## src/rtl/tbt_pkg.sv

```systemverilog
package tbt_pkg;

  localparam int FLAG_BIT = 7;
  localparam int EN_BIT   = 6;
  localparam int SEL_MSB  = 5;
  localparam int SEL_LSB  = 3;
  localparam int RSV_BIT  = 2;
  localparam int SEL_W    = SEL_MSB - SEL_LSB + 1;
  localparam int NUM_TAPS = 1 << SEL_W;
  localparam int LOW_TAPS = 3;

  typedef struct packed {
    logic             cntClr;
    logic [SEL_W-1:0] tapSel;
  } tbt_ctl_t;

  function automatic int tapExp(input int code, input int lowBase, input int highBase);
    if (code < LOW_TAPS) return lowBase + code;
    return highBase + code - LOW_TAPS;
  endfunction

endpackage

```

## src/rtl/tbt_datapath.sv

```systemverilog
module tbt_datapath
  import tbt_pkg::*;
#(
  parameter int LOW_BASE  = 11,
  parameter int HIGH_BASE = 22
) (
  input  logic     clk,
  input  tbt_ctl_t ctl,
  output logic     elapse
);

  localparam int CNT_W = tapExp(NUM_TAPS - 1, LOW_BASE, HIGH_BASE);

  logic [CNT_W-1:0]    cnt;
  logic [NUM_TAPS-1:0] tapHit;

  always_ff @(posedge clk) begin
    if (ctl.cntClr) cnt <= '0;
    else            cnt <= cnt + 1'b1;
  end

  // Each tap flags the cycle before a carry into its bit.
  for (genvar k = 0; k < NUM_TAPS; k++) begin : g_tap
    localparam int EXPO = tapExp(k, LOW_BASE, HIGH_BASE);
    assign tapHit[k] = &cnt[EXPO-1:0];
  end

  assign elapse = tapHit[ctl.tapSel];

endmodule

```

## src/rtl/tbt_ctrl.sv

```systemverilog
module tbt_ctrl
  import tbt_pkg::*;
(
  input  logic       clk,
  input  logic       rst,
  input  logic       swRst,
  input  logic       csHit,
  input  logic       wrStb,
  input  logic [7:0] wrData,
  input  logic       rmwRead,
  input  logic       elapse,
  output tbt_ctl_t   ctl,
  output logic [7:0] regView,
  output logic [7:0] rdData,
  output logic       irq
);

  logic             flagQ;
  logic             enQ;
  logic [SEL_W-1:0] selQ;
  logic [1:0]       spareQ;
  logic             wrHit;
  logic             unusedRsv;

  assign wrHit     = csHit & wrStb;
  assign unusedRsv = wrData[RSV_BIT];

  always_ff @(posedge clk) begin
    if (rst) begin
      flagQ <= 1'b0;
    end else if (swRst) begin
      flagQ <= 1'b0;
    end else if (elapse) begin
      flagQ <= 1'b1;
    end else if (wrHit && !wrData[FLAG_BIT]) begin
      flagQ <= 1'b0;
    end
  end

  always_ff @(posedge clk) begin
    if (rst) begin
      enQ    <= 1'b0;
      selQ   <= '0;
      spareQ <= '0;
    end else if (swRst) begin
      enQ <= 1'b0;
    end else if (wrHit) begin
      enQ    <= wrData[EN_BIT];
      selQ   <= wrData[SEL_MSB:SEL_LSB];
      spareQ <= wrData[1:0];
    end
  end

  assign ctl.cntClr = rst;
  assign ctl.tapSel = selQ;

  assign regView = {flagQ, enQ, selQ, 1'b0, spareQ};
  assign rdData  = {flagQ | rmwRead, regView[6:0]};
  assign irq     = flagQ & enQ;

endmodule

```

## src/rtl/tbt_timer.sv

```systemverilog
module tbt_timer
  import tbt_pkg::*;
#(
  parameter int LOW_BASE  = 11,
  parameter int HIGH_BASE = 22
) (
  input  logic       clk,
  input  logic       rst,
  input  logic       swRst,
  input  logic       csHit,
  input  logic       wrStb,
  input  logic [7:0] wrData,
  input  logic       rmwRead,
  output logic [7:0] rdData,
  output logic       irq
);

  tbt_ctl_t   ctl;
  logic       elapse;
  logic [7:0] regView;

  tbt_ctrl u_ctrl (
    .clk     (clk),
    .rst     (rst),
    .swRst   (swRst),
    .csHit   (csHit),
    .wrStb   (wrStb),
    .wrData  (wrData),
    .rmwRead (rmwRead),
    .elapse  (elapse),
    .ctl     (ctl),
    .regView (regView),
    .rdData  (rdData),
    .irq     (irq)
  );

  tbt_datapath #(
    .LOW_BASE  (LOW_BASE),
    .HIGH_BASE (HIGH_BASE)
  ) u_dp (
    .clk    (clk),
    .ctl    (ctl),
    .elapse (elapse)
  );

endmodule

```

## config.mk

```make
export PLATFORM = sky130hd
export DESIGN_NAME = tbt_timer
export DESIGN_NICKNAME = d
export VERILOG_FILES = /design/src/rtl/tbt_pkg.sv /design/src/rtl/tbt_datapath.sv /design/src/rtl/tbt_ctrl.sv /design/src/rtl/tbt_timer.sv
export SDC_FILE = /design/constraint.sdc
export NUM_CORES = 1
export LEC_CHECK = 0
export ABC_AREA = 1
export BUFFER_PORTS_ARGS = -buffer_cell sky130_fd_sc_hd__buf_2
export CAP_MARGIN = 10
export CORE_UTILIZATION = 52
export DETAILED_ROUTE_END_ITERATION = 8
export PLACE_DENSITY = 0.74
export SLEW_MARGIN = 5
export SYNTH_ARGS = -nofsm -noshare
export SYNTH_HDL_FRONTEND = slang
export SYNTH_SLANG_ARGS = --single-unit
```

## constraint.sdc

```tcl
create_clock -name clk -period 2.2 [get_ports clk]
set_clock_uncertainty 0.2 [all_clocks]
set_input_delay 0.44 -clock clk [delete_from_list [all_inputs] [get_ports clk]]
set_output_delay 0.44 -clock clk [all_outputs]
set_load 0.02 [all_outputs]
```

==> impl_metrics.ini <==
[run_status]
status = finished, final reports clean

[synthesis]
yosys-mux-area-fraction_pct = 0
synth_seq_cells = 33
synth_cell_types = 34
yosys.area.top_type = dfxtp_1
synth_top_family_by_area = simple AND/OR/NAND/NOR gates
synth_simple_gate_area_share_pct = 39.2
synth-edff-count = 0
yosys.area.top_type_share_pct = 36.6
post_synth_fa_ha_maj_area_fraction_pct = 0.693
synth_xor_area_share_pct = 0.970
yosysSeqAreaShare_pct = 36.6
syn_nets = 267
ys_async_sr_fraction_pct = 0
synthCells = 252
avgSynthCellArea_um2 = 7.16
synth-compound-area-share_pct = 12.8
synthTopCellsByArea = dfxtp_1 37%, nand2_1 10%, nor2_1 6.4%
ys_warn_count = 0
ys.flop_type = dfxtp_1
syn-cell-area_um2 = 1810

[timing]
fmax_mhz = 555
finalCriticalPeriod_ps = 1800
finalSetupTns_ps = 0
slew_headroom_pct = 63.0
finalHoldViolCount = 0
slew_viol_final = 0
worst_slew_pin_slew_ps = 554
setup_viol = 0
post-route-period-util_pct = 81.9
rsz0062_at_grt = no

[floorplanning]
die_h_um = 60.9
die_area_um2 = 3710
pin_count = 23
core_area_um2 = 3340
core.rowCount = 21
die_w_um = 60.9
initial_core_util_pct = 54.1

[routing]
ant_nets = 0
routed_wl_um = 3540
dr.pass1.iters = 4
wl_per_cell_um = 11.0
vias = 1572
drc_errors = 0
drt_iter0_drc = 74
viasPerCell = 4.90

[clock_network]
clk_pin_slew_ps = 100
cts_tree = done
cts-root-buf = clkbuf_4
cts_setup_buffers = 0
post_cts_resized = 0
cts_max_level = 2
numCtsBuffers = 5
insertion_delay_ps = 330
clock_path_buffers = 2
numClockSinks = 33
cts_hold_buffers = 0

[power_and_ir_drop]
p_int_w = 0.000904
p_leak_nw = 0.846
powerDensity_nw_per_um2 = 575
switchingPower_w = 0.000257
ir_drop_mv = 0.440
power_frac_comb_pct = 5.8
seq_power_share_pct = 53.2
fin_total_pwr_w = 0.00116
p_clk_share_pct = 41.0
switching_share_pct = 22.2

[global_route]
grt_max_degree = 18
antenna_found_initial = 0
grt_overflow = 0
grt_pass1_wl_um = 5900
grt_pass1_vias = 1341
grt_usage_pct = 22.3

[setup_path]
cp_data_arrival_time_ps = 1830
cpPeakStageDelay_ps = 460
path_class = reg -> reg
worstPathRequired_ps = 2220
crit_chain = ha_1 > nand2_2 > nor2_8 > nand2_4 > nor2_8 > nand2_4 > nor3_1 > nor3b_2
cp-start-kind = flop
end_kind = flop
slowest_stage = dfxtp_1
worstPathMaxFanout = 7

[placed_design]
io_buffers = 20
placed_cells = 313
place.gp.congestion = 0.922
hpwl_um = 2700
place_area_um2 = 1940

[cells_and_area]
fillers = 329
fin_area_um2 = 2020
stdcell_count = 321
final_util_pct = 60.6
layout_common_cells = 48 x nand2_1, 33 x dfxtp_1, 31 x nor2_1
n_antenna_cell = 0
final_common_cell = nand2_1
syn_to_final_growth_pct = 11.9
layout-drive-gt1-share_pct = 24.7
final_nets = 289

[job]
timing.max_cap.violations = 0

[hold_path]
hold_class = in -> reg
-- power groups by stage --
stage | Sequential (W) | Combinational [W] | Clock [W]
final | 0.000618 | 0.0000676 | 0.000476
after floorplan | 0.000635 | 0.0000405 | 0
after detailed placement | 0.000631 | 0.0000681 | 0
after CTS | 0.000618 | 0.0000684 | 0.000484
after global routing | 0.000620 | 0.0000786 | 0.000507
after global placement | 0.000631 | 0.0000669 | 0
-- layout make-up --
class	instances	area (µm²)	area share [%]
clock buffer	7	55.1	2.72
sequential	33	661	32.7
multi-input combinational	175	971	48.0
inverter	39	146	7.24
tap	46	57.6	2.85
timing repair buffer	20	100	4.95
clock inverter	1	30.0	1.49
-- routing by layer --
metal / vias to the layer above / routed length, µm / global-route usage, %
li1: 843 / - / -
met1: 679 / 1690 / 28.8
met2: 39 / 1530 / 34.2
met3: 11 / 214 / 6.40
met4: 0 / 108 / 10.7
met5: - / 0 / 0
-- state kept, by name, summed over array words and instances, names as in the netlist --
register / count
u_ctrl.enQ: 1
u_dp.cnt: 26
u_ctrl.flagQ: 1
u_ctrl.spareQ: 2
u_ctrl.selQ: 3
-- cells in the mapped netlist, types with 3 or more instances --
cell     number
nand2_1      48
dfxtp_1      33
nor2_1       31
inv_1        28
a21oi_1      23
nand3_1      14
inv_2        10
o21ai_0       9
nand2_2       5
nor3_1        5
o21ai_1       5
nor2_2        4
nor2_4        4
nand3_2       3
nand4_1       3
nor2_8        3
-- worst max-delay path: cells and delay by family, from the launching register on --
kind                       cells  cell delay [ps]
DFF                            1              460
adders and majority gates      1              220
and+or+nand+nor                7              800
-- logic make-up after synthesis --
logic type / Yosys count
AO/OA/AOI/OAI: 42
XOR/XNOR: 2
adder cells (fa/ha/maj): 1
buffers and inverters: 44
flip-flops: 33
other: 1
AND/OR/NAND/NOR: 129
-- metrics by stage --
step / hold slack, ps / setup slack (ps)
4_1_cts: 115 / 384
6_report: 117 / 398
3_3_place_gp: 253 / 446
2_1_floorplan: 239 / 571
3_5_place_dp: 262 / 410
5_1_grt: 125 / 247
-- final timing paths --
path,startpoint,to,slack [ps],cells past startpoint
worst max-delay path,u_dp.cnt[0],u_dp.cnt[24],400,8
worst min register to register,u_dp.cnt[18],u_dp.cnt[18],280,2
worst max register to register,u_dp.cnt[0],u_dp.cnt[24],400,8
worst min-delay path,wrData[1],u_ctrl.spareQ[1],120,3
Note: power is estimated with default switching activity, not from simulation.
